**src/rtl/wdt_pkg.sv**
```systemverilog
package wdt_pkg;
  localparam int unsigned ADDR_W = 5;

  localparam logic [ADDR_W-1:0] A_START    = 5'd0;
  localparam logic [ADDR_W-1:0] A_EVT      = 5'd1;
  localparam logic [ADDR_W-1:0] A_IE_SET   = 5'd2;
  localparam logic [ADDR_W-1:0] A_IE_CLR   = 5'd3;
  localparam logic [ADDR_W-1:0] A_RUN      = 5'd4;
  localparam logic [ADDR_W-1:0] A_REQ      = 5'd5;
  localparam logic [ADDR_W-1:0] A_RELOAD   = 5'd6;
  localparam logic [ADDR_W-1:0] A_CHEN     = 5'd7;
  localparam logic [ADDR_W-1:0] A_CFG      = 5'd8;
  localparam logic [ADDR_W-1:0] A_KEY_BASE = 5'd16;

  localparam logic [31:0] WDT_KEY = 32'h6E52_4635;

  localparam int unsigned CFG_SLEEP_BIT = 0;
  localparam int unsigned CFG_HALT_BIT  = 3;
endpackage

```
**src/rtl/wdt_counter.sv**
```systemverilog
module wdt_counter #(
  parameter int unsigned CNT_W = 32
) (
  input  logic             clk_i,
  input  logic             rst_ni,
  input  logic             load_i,
  input  logic [CNT_W-1:0] load_val_i,
  input  logic             dec_i,
  output logic             expire_o
);
  logic [CNT_W-1:0] cnt_q;

  assign expire_o = dec_i && !load_i && (cnt_q == '0);

  always_ff @(posedge clk_i or negedge rst_ni) begin
    if (!rst_ni)                  cnt_q <= '0;
    else if (load_i || expire_o)  cnt_q <= load_val_i;
    else if (dec_i)               cnt_q <= cnt_q - 1'b1;
  end

  p_hold_idle_r7: assert property (@(posedge clk_i) disable iff (!rst_ni)
    (!dec_i && !load_i) |=> $stable(cnt_q));

  p_expire_restart_r3: assert property (@(posedge clk_i) disable iff (!rst_ni)
    expire_o |=> (cnt_q == $past(load_val_i)));
endmodule

```
**src/rtl/wdt_chan_track.sv**
```systemverilog
module wdt_chan_track #(
  parameter int unsigned NUM_CH = 8
) (
  input  logic              clk_i,
  input  logic              rst_ni,
  input  logic [NUM_CH-1:0] en_i,
  input  logic [NUM_CH-1:0] key_hit_i,
  output logic [NUM_CH-1:0] pend_o,
  output logic              reload_o
);
  logic [NUM_CH-1:0] flag_q, hit, flag_set;

  assign hit      = key_hit_i & en_i;
  assign flag_set = flag_q | hit;
  // reload fires on the write that completes the enabled set
  assign reload_o = (|hit) && ((flag_set & en_i) == en_i);
  assign pend_o   = en_i & ~flag_q;

  for (genvar g = 0; g < NUM_CH; g++) begin : g_ch
    always_ff @(posedge clk_i or negedge rst_ni) begin
      if (!rst_ni)       flag_q[g] <= 1'b0;
      else if (reload_o) flag_q[g] <= 1'b0;
      else               flag_q[g] <= flag_set[g];
    end
  end

  p_clear_after_reload_r5: assert property (@(posedge clk_i) disable iff (!rst_ni)
    reload_o |=> (flag_q == '0));

  p_no_reload_partial_r5: assert property (@(posedge clk_i) disable iff (!rst_ni)
    (((flag_q | key_hit_i) & en_i) != en_i) |-> !reload_o);
endmodule

```
**src/rtl/wdt_rst_seq.sv**
```systemverilog
module wdt_rst_seq #(
  parameter int unsigned RST_DLY = 2,
  localparam int unsigned DLY_W  = $clog2(RST_DLY + 1)
) (
  input  logic clk_i,
  input  logic rst_ni,
  input  logic expire_i,
  input  logic tick_i,
  output logic rst_req_o
);
  logic             armed_q, fired_q, pulse_q;
  logic [DLY_W-1:0] left_q;

  always_ff @(posedge clk_i or negedge rst_ni) begin
    if (!rst_ni) begin
      armed_q <= 1'b0;
      fired_q <= 1'b0;
      pulse_q <= 1'b0;
      left_q  <= '0;
    end else begin
      pulse_q <= 1'b0;
      if (expire_i && !armed_q && !fired_q) begin
        armed_q <= 1'b1;
        left_q  <= DLY_W'(RST_DLY);
      end else if (armed_q && tick_i) begin
        left_q <= left_q - 1'b1;
        if (left_q == DLY_W'(1)) begin
          pulse_q <= 1'b1;
          armed_q <= 1'b0;
          fired_q <= 1'b1;
        end
      end
    end
  end

  assign rst_req_o = pulse_q;

  p_single_pulse_r9: assert property (@(posedge clk_i) disable iff (!rst_ni)
    pulse_q |=> !pulse_q);

  p_pulse_after_arm_r9: assert property (@(posedge clk_i) disable iff (!rst_ni)
    $rose(pulse_q) |-> $past(armed_q && tick_i));
endmodule

```
**src/rtl/multi_reload_wdt.sv**
```systemverilog
module multi_reload_wdt
  import wdt_pkg::*;
#(
  parameter int unsigned NUM_CH  = 8,
  parameter int unsigned CNT_W   = 32,
  parameter int unsigned RST_DLY = 2
) (
  input  logic              clk_i,
  input  logic              rst_ni,
  input  logic              tick_i,
  input  logic              sleep_i,
  input  logic              halt_i,
  input  logic              wr_i,
  input  logic [ADDR_W-1:0] addr_i,
  input  logic [31:0]       wdata_i,
  output logic [31:0]       rdata_o,
  output logic              irq_o,
  output logic              rst_req_o
);
  logic              run_q, evt_q, ie_q, cfg_sleep_q, cfg_halt_q;
  logic [CNT_W-1:0]  reload_q;
  logic [NUM_CH-1:0] chen_q, key_hit, pend;
  logic              chan_reload, expire, start, load, pause, dec;

  function automatic logic wr_at(logic [ADDR_W-1:0] a);
    return wr_i && (addr_i == a);
  endfunction

  assign start = wr_at(A_START) && wdata_i[0] && !run_q;
  assign load  = start || chan_reload;
  assign pause = (sleep_i && !cfg_sleep_q) || (halt_i && !cfg_halt_q);
  assign dec   = run_q && tick_i && !pause;

  for (genvar g = 0; g < NUM_CH; g++) begin : g_key
    assign key_hit[g] = run_q && wr_at(A_KEY_BASE + ADDR_W'(g)) && (wdata_i == WDT_KEY);
  end

  always_ff @(posedge clk_i or negedge rst_ni) begin
    if (!rst_ni) begin
      run_q       <= 1'b0;
      evt_q       <= 1'b0;
      ie_q        <= 1'b0;
      reload_q    <= '1;
      chen_q      <= NUM_CH'(1);
      cfg_sleep_q <= 1'b0;
      cfg_halt_q  <= 1'b0;
    end else begin
      if (start) run_q <= 1'b1;
      if (expire)              evt_q <= 1'b1;
      else if (wr_at(A_EVT))   evt_q <= wdata_i[0];
      if (wr_at(A_IE_SET) && wdata_i[0]) ie_q <= 1'b1;
      if (wr_at(A_IE_CLR) && wdata_i[0]) ie_q <= 1'b0;
      if (!run_q) begin
        if (wr_at(A_RELOAD)) reload_q <= wdata_i[CNT_W-1:0];
        if (wr_at(A_CHEN))   chen_q   <= wdata_i[NUM_CH-1:0];
        if (wr_at(A_CFG)) begin
          cfg_sleep_q <= wdata_i[CFG_SLEEP_BIT];
          cfg_halt_q  <= wdata_i[CFG_HALT_BIT];
        end
      end
    end
  end

  always_comb begin
    rdata_o = '0;
    unique case (addr_i)
      A_EVT:               rdata_o[0] = evt_q;
      A_IE_SET, A_IE_CLR:  rdata_o[0] = ie_q;
      A_RUN:               rdata_o[0] = run_q;
      A_REQ:               rdata_o[NUM_CH-1:0] = pend;
      A_RELOAD:            rdata_o[CNT_W-1:0]  = reload_q;
      A_CHEN:              rdata_o[NUM_CH-1:0] = chen_q;
      A_CFG: begin
        rdata_o[CFG_SLEEP_BIT] = cfg_sleep_q;
        rdata_o[CFG_HALT_BIT]  = cfg_halt_q;
      end
      default:             rdata_o = '0;
    endcase
  end

  assign irq_o = evt_q && ie_q;

  wdt_counter #(.CNT_W(CNT_W)) u_cnt (
    .clk_i, .rst_ni, .load_i(load), .load_val_i(reload_q), .dec_i(dec), .expire_o(expire)
  );

  wdt_chan_track #(.NUM_CH(NUM_CH)) u_chan (
    .clk_i, .rst_ni, .en_i(chen_q), .key_hit_i(key_hit), .pend_o(pend), .reload_o(chan_reload)
  );

  wdt_rst_seq #(.RST_DLY(RST_DLY)) u_rst (
    .clk_i, .rst_ni, .expire_i(expire), .tick_i, .rst_req_o
  );

  p_run_sticky_r2: assert property (@(posedge clk_i) disable iff (!rst_ni)
    run_q |=> run_q);

  p_cfg_locked_r10: assert property (@(posedge clk_i) disable iff (!rst_ni)
    run_q |=> ($stable(reload_q) && $stable(chen_q) && $stable(cfg_sleep_q) && $stable(cfg_halt_q)));

  p_evt_on_expiry_r3: assert property (@(posedge clk_i) disable iff (!rst_ni)
    expire |=> evt_q);

  p_idle_pending_r4: assert property (@(posedge clk_i) disable iff (!rst_ni)
    !run_q |-> (pend == chen_q));

  p_idle_no_reset_r9: assert property (@(posedge clk_i) disable iff (!rst_ni)
    !run_q |-> !rst_req_o);
endmodule

```
**config.mk**
```make
export PLATFORM = sky130hd
export DESIGN_NAME = multi_reload_wdt
export DESIGN_NICKNAME = d
export VERILOG_FILES = /design/src/rtl/wdt_pkg.sv /design/src/rtl/wdt_counter.sv /design/src/rtl/wdt_chan_track.sv /design/src/rtl/wdt_rst_seq.sv /design/src/rtl/multi_reload_wdt.sv
export SDC_FILE = /design/constraint.sdc
export NUM_CORES = 1
export LEC_CHECK = 0
export BUFFER_PORTS_ARGS = -buffer_cell sky130_fd_sc_hd__buf_2
export CORE_MARGIN = 4
export CORE_UTILIZATION = 51
export CTS_BUF_LIST = sky130_fd_sc_hd__clkbuf_4 sky130_fd_sc_hd__clkbuf_8 sky130_fd_sc_hd__clkbuf_16
export DETAILED_ROUTE_END_ITERATION = 10
export GPL_ROUTABILITY_DRIVEN = 1
export HOLD_SLACK_MARGIN = 0.12
export PLACE_DENSITY = 0.85
export SETUP_SLACK_MARGIN = 0.05
export SYNTH_ARGS = -nofsm -noshare
export SYNTH_HDL_FRONTEND = slang
export SYNTH_SLANG_ARGS = --single-unit
export TNS_END_PERCENT = 50
```
**constraint.sdc**
```tcl
create_clock -name clk_i -period 2.6 [get_ports clk_i]
set_input_delay 0.13 -clock clk_i [delete_from_list [all_inputs] [get_ports clk_i]]
set_output_delay 0.13 -clock clk_i [all_outputs]
set_load 0.05 [all_outputs]
```
Word-level counts from Yosys, hierarchy flattened:

Cells that the tools add are included.

* bits in latches: 0
* memories: 0
* input port bits: 43
* register bits after elaboration: 90
* RAM bits: 0
* bits in read-only memories: 0
* word-level logic and storage cells: 145

* equality and inequality tests: 19
* mux-type cells: 27
* magnitude comparators: 0
* shift operators: 0
* bitwise gates (word level): 7
* $add $sub $neg: 2
* divide/modulo/power cells: 0
* multiply operators: 0
* reduce and logical (&&, ||, !) cells: 70

Operators by type and width (number)
* $mux 32: 2
* $logic_and 1x1->1: 46
* $eq 5x5->1 const B: 8
* $eq 32x31->1 const B: 1
* $logic_not 32->1: 1
* $sub 32x1->32 const B: 1
* $and 8x8->8: 3
* $mux 24: 1
* $eq 5x3->1 const B: 4
* $mux 1: 18
* $pmux 4 s3: 1
* $eq 5x2->1 const B: 2
* $reduce_bool 2->1: 5
* $eq 8x8->1: 1
* $not 8->8: 1
* $or 8x8->8: 1
* $reduce_and 2->1: 4
* $reduce_or 8->1: 1
* $logic_not 1->1: 7
* $pmux 1 s7: 1
* $pmux 2 s3: 1
* $eq 5x1->1 const B: 1
* $eq 5x4->1 const B: 1
* $logic_not 5->1: 1
* 8 further kinds: 12

Logic depth before layout (Yosys ltp):

* depth after elaboration: 17
* mapped depth: 9
* mapped depth without buffers: 6

Hierarchy:

From an unflattened synthesis, not the netlist that was laid out.

* cell total of the unflattened synthesis: 449
* area total of the unflattened synthesis: 5232.5 um^2

By module, submodules not included
* multi_reload_wdt: times used 1, sequential area each 1167.4 um^2, area each 2596.2 um^2, cells each 207
* wdt_counter: times used 1, sequential area each 800.8 um^2, area each 1920.6 um^2, cells each 175
* wdt_chan_track: times used 1, sequential area each 200.2 um^2, area each 486.7 um^2, cells each 49
* wdt_rst_seq: times used 1, sequential area each 125.1 um^2, area each 229.0 um^2, cells each 18

Worst setup path after synthesis:

Ideal clock, no wire load.

* path type: register to register
* start point: register u_cnt.cnt_q[10]
* end point: register u_rst.left_q[0]
* stages on the path, launching flop included: 7
* required time: 2.480 ns
* library setup time: 0.120 ns
* clock period less this slack: 2.546 ns
* setup slack: 0.054 ns
* arrival time: 2.427 ns
* buffers on the path: 0
* cell sequence: dfrtp_1 > or4_4 > nor4_4 > nand4_1 > or4_1 > or3_1 > a31o_1

* word-level cells in the longest chain between the ends: 5
* elaborated cells between the ends (all ways): 6
* classes of those cells: mux (1); reduce/logical (5)

RTL lines
* from (decl): RTL line wdt_counter.sv:11 `logic [CNT_W-1:0] cnt_q;`
* from (signal assigned): RTL line wdt_counter.sv:17 `else if (load_i || expire_o) cnt_q <= load_val_i;`
* from (signal assigned): RTL line wdt_counter.sv:18 `else if (dec_i) cnt_q <= cnt_q - 1'b1;`
* $logic_not 32->1 (*): RTL line wdt_counter.sv:13 `assign expire_o = dec_i && !load_i && (cnt_q == '0);`
* $logic_and 1x1->1 (*): RTL line wdt_counter.sv:13
* $logic_and 1x1->1 (*) (2 in a row): RTL line wdt_rst_seq.sv:22 `if (expire_i && !armed_q && !fired_q) begin`
* $mux 2 / $reduce_bool 2->1 (equally long branches)
* to (signal assigned): RTL line wdt_rst_seq.sv:24 `left_q <= DLY_W'(RST_DLY);`
* to (signal assigned): RTL line wdt_rst_seq.sv:26 `left_q <= left_q - 1'b1;`
* to (decl): RTL line wdt_rst_seq.sv:12 `logic [DLY_W-1:0] left_q;`

Every way passes the cells marked *; elsewhere a longest branch is shown, timed or not.
A chain may end at the register's enable or synchronous reset.

Final worst setup path:

* start point: register u_cnt.cnt_q[21]
* end point: register u_rst.left_q[0]

Same word-level chain as after synthesis.

==> key figures <==
Run status
  – Run status: completed

Critical path
  – CP Launch Type: flop
  – Register-to-Register Path Depth: 6
  – RR Startpoint: u_cnt.cnt_q[21]
  – Critical Path AT: around 2.8 ns
  – Max FO, Critical Path: 5
  – FF-to-FF End: u_rst.left_q[0]
  – Worst setup EP type: flop
  – Reg-to-reg slack, setup: about 0.076 ns
  – CP required: 2.87 ns
  – Crit Path Category: flop to flop

Worst hold path
  – Worst hold stages: 4
  – Min-delay worst type: primary input to flop
  – Hold EP: evt_q
  – Hold path start: wr_i

Run
  – Max Cap Violations: 0

Synthesis
  – Commonest cells post-synth: dfrtp_1, mux2_2, dfstp_2, mux2_1, nor2_1
  – Synth Register Bits: 90
  – Most common cell in the netlist: dfrtp_1
  – Area leader, netlist: dfrtp_1
  – Post-synth EDFFs: 0
  – Largest cells by area after synthesis: dfrtp_1, dfstp_2, mux2_2
  – Synth Flop Type: dfrtp_1
  – Yosys warns: 0
  – Synth Instances: about 430
  – Top cell type's share of synthesized area: between 20% and 30%
  – Distinct cells, synth: 52
  – Syn Nets: 474
  – Sequential area share after synthesis: between 40% and 50%
  – Synthesized area per cell: 11.3 µm²
  – Area of the mapped netlist: slightly below 0.005 mm²
  – Post-synth ARST share: between 90% and 100%

CTS
  – CTS Sinks: 90
  – Number of buffers created by CTS: 9
  – CTS root buffer: clkbuf_8
  – Worst-path clk slew: ~0.1 ns
  – TritonCTS clock tree: done
  – Clock latency on the worst-skew pair: 0.38 ns
  – Clock Tree Buf Depth: 2
  – Max H-tree Level: 3

Route
  – Via count: approximately 3.9k
  – Top Metal Used: met4
  – DRT met1 WL: between 5000 and 6000 µm
  – Routed met2 length: around 6500 µm
  – Wire length per cell: 18.1 µm
  – WL met3: ~760 µm
  – Vias per cell: about 5.6
  – Initial DRC count: around 240
  – Final ANT Viol Nets: 0
  – Drt drc: 0
  – Pre-antenna DRT Iters: 5
  – Routed WL: approximately 13000 µm

Power and ir drop
  – Share of total power in combinational logic: between 20% and 30%
  – Pwr dens: roughly 670 mW/mm²
  – Sw Pwr: roughly 1.4 mW
  – Flop pwr share: 45.9%
  – Sw Share: between 30 and 40%
  – Clock share of power: 24.3%
  – Maximum vdd ir drop: between 0.3 and 0.4 mV
  – Leakage: slightly above 3 nW
  – Cell Int Power: between 2 and 3 mW
  – Final total power: between 4 and 5 mW

Place
  – Final Wtd Congestion: just under 0.9
  – Final HPWL DP: slightly below 9000 µm
  – Port bufs: between 70 and 80

Timing
  – Measured slew at the worst slew-check pin: roughly 1.0 ns
  – Fin. Hold Viols: 0
  – # setup viols final: 0
  – Period utilization: a little over nine tenths
  – Hold slack: roughly 0.15 ns
  – RSZ-0062 raised after global routing: true
  – Clock Skew: approximately 0.017 ns
  – Tmin final: 2.52 ns
  – Max_slew headroom: roughly 33%
  – Max-slew violations: 0
  – FMAX: approximately 0.40 GHz

GRT
  – Vias in the first global route: roughly 4.2k
  – Pin count of the biggest net entering global routing: 80
  – First-pass GRT wire length: around 21000 µm
  – Initial antenna violation count: 0
  – Global route overflow: 0
  – Global Route Usage Sum: 23.7%

Die
  – # IOs: 77
  – Die Area: ~0.011 mm²
  – Die height: roughly 110 µm
  – Die X: roughly 110 µm
  – Initial cell density of the core: between 50% and 60%
  – # rows: 35
  – Core region area: about 0.0092 mm²

Layout
  – Fillers: between 600 and 700
  – Share of cells above drive strength 1: 38.3%
  – Post-layout util: 66.6%
  – N_diodes: 0
  – Nets@finish: ~600
  – P&R area growth vs syn: 27.3%
-- sequential cells by signal, summed over array words and instances, names as in the netlist --
signal / cells
run_q: 1
reload_q: 32
u_chan.flag_q: 8
u_rst.rst_req_o: 1
cfg_sleep_q: 1
u_cnt.cnt_q: 32
u_rst.fired_q: 1
ie_q: 1
cfg_halt_q: 1
u_rst.armed_q: 1
u_rst.left_q: 2
evt_q: 1
chen_q: 8
-- kinds of logic (layout without fill, tap and decap cells) --
family	after synthesis	after routing	synth area share [%]
AO/OA/AOI/OAI	37	37	5.48
XOR/XNOR	31	31	5.61
adder cells (fa/ha/maj)	2	2	0.517
buffers and inverters	29	167	2.33
flip-flops	90	90	47.4
multiplexers	88	88	20.3
AND/OR/NAND/NOR	152	152	18.3
-- through the flow --
step                      std cells  area [µm²]  worst slack (ns)  TNS [ns]
after floorplan                 429        4840            0.0538         0
after global placement          640        5520           0.00476         0
after detailed placement        640        5520           -0.0499   -0.0574
after CTS                       692        6090            0.0602         0
after global routing            696        6160           -0.0322   -0.0322
final                           696        6160            0.0764         0
-- cell type report --
type / count / area, µm² / share of cell area, %
Clock buffer: 10 / 131 / 2.13
Sequential cell: 90 / 2290 / 37.2
Inverter: 11 / 41.3 / 0.671
Multi-Input combinational cell: 310 / 2480 / 40.3
Tap cell: 129 / 161 / 2.62
Clock inverter: 6 / 72.6 / 1.18
Timing Repair Buffer: 140 / 976 / 15.9
-- placed cells by master, fill, tap and decap left out, drive strengths merged, types with 7 or more instances in the layout --
master / Yosys / routed
buf: 8 / 105
mux2: 81 / 81
dfrtp: 57 / 57
dlygate4sd3: 0 / 35
dfstp: 33 / 33
nor2: 29 / 29
and2: 26 / 26
xor2: 25 / 25
nor3: 16 / 16
nand2: 14 / 14
inv: 11 / 13
nor4: 12 / 12
clkbuf: 10 / 10
nor2b: 9 / 9
a22oi: 8 / 8
mux2i: 7 / 7
a21oi: 7 / 7
or3: 7 / 7
-- worst max path at each step --
stage                    start         endpoint
2_1_floorplan  u_cnt.cnt_q[10]  u_rst.left_q[0]
3_3_place_gp   u_cnt.cnt_q[10]  u_rst.left_q[0]
4_1_cts        u_cnt.cnt_q[21]  u_rst.left_q[0]
6_report       u_cnt.cnt_q[21]  u_rst.left_q[0]
3_5_place_dp   u_cnt.cnt_q[10]  u_rst.left_q[0]
5_1_grt        u_cnt.cnt_q[21]  u_rst.left_q[0]
-- routing by layer --
| layer | track usage [%] | up-vias |
|---|---|---|
| li1 | - | 1803 |
| met1 | 30.4 | 1964 |
| met2 | 41.4 | 146 |
| met3 | 4.96 | 14 |
| met4 | 5.15 | 0 |
| met5 | 0 | - |
-- power groups by stage --
stage               sequential [mW]  clock [mW]  combinational, mW
detailed placement             1.88           0               1.07
global route                   1.91        1.07               1.35
global placement               1.86           0              0.996
finish                         1.88       0.996               1.22
CTS                            1.86        1.01               1.17
floorplan                      1.85           0              0.728
-- critical path, stage by stage (launching register included) --
cell     delay (ns)
dfrtp_1        0.47
nor4_2         0.42
nand2_1        0.16
or3_1          0.40
or4_1          0.41
or3_4          0.35
a31o_1         0.22
-- repair_timing --
item | CTS | global route
buffers inserted | 1 | 4
hold endpoints to repair | 100 | 0
pin swaps | 2 | 1
hold buffers | 35 | 0
endpoints found under the setup margin | 2 | 34
resized for setup | 2 | 6
No activity file was read; power rests on OpenSTA's default activity.
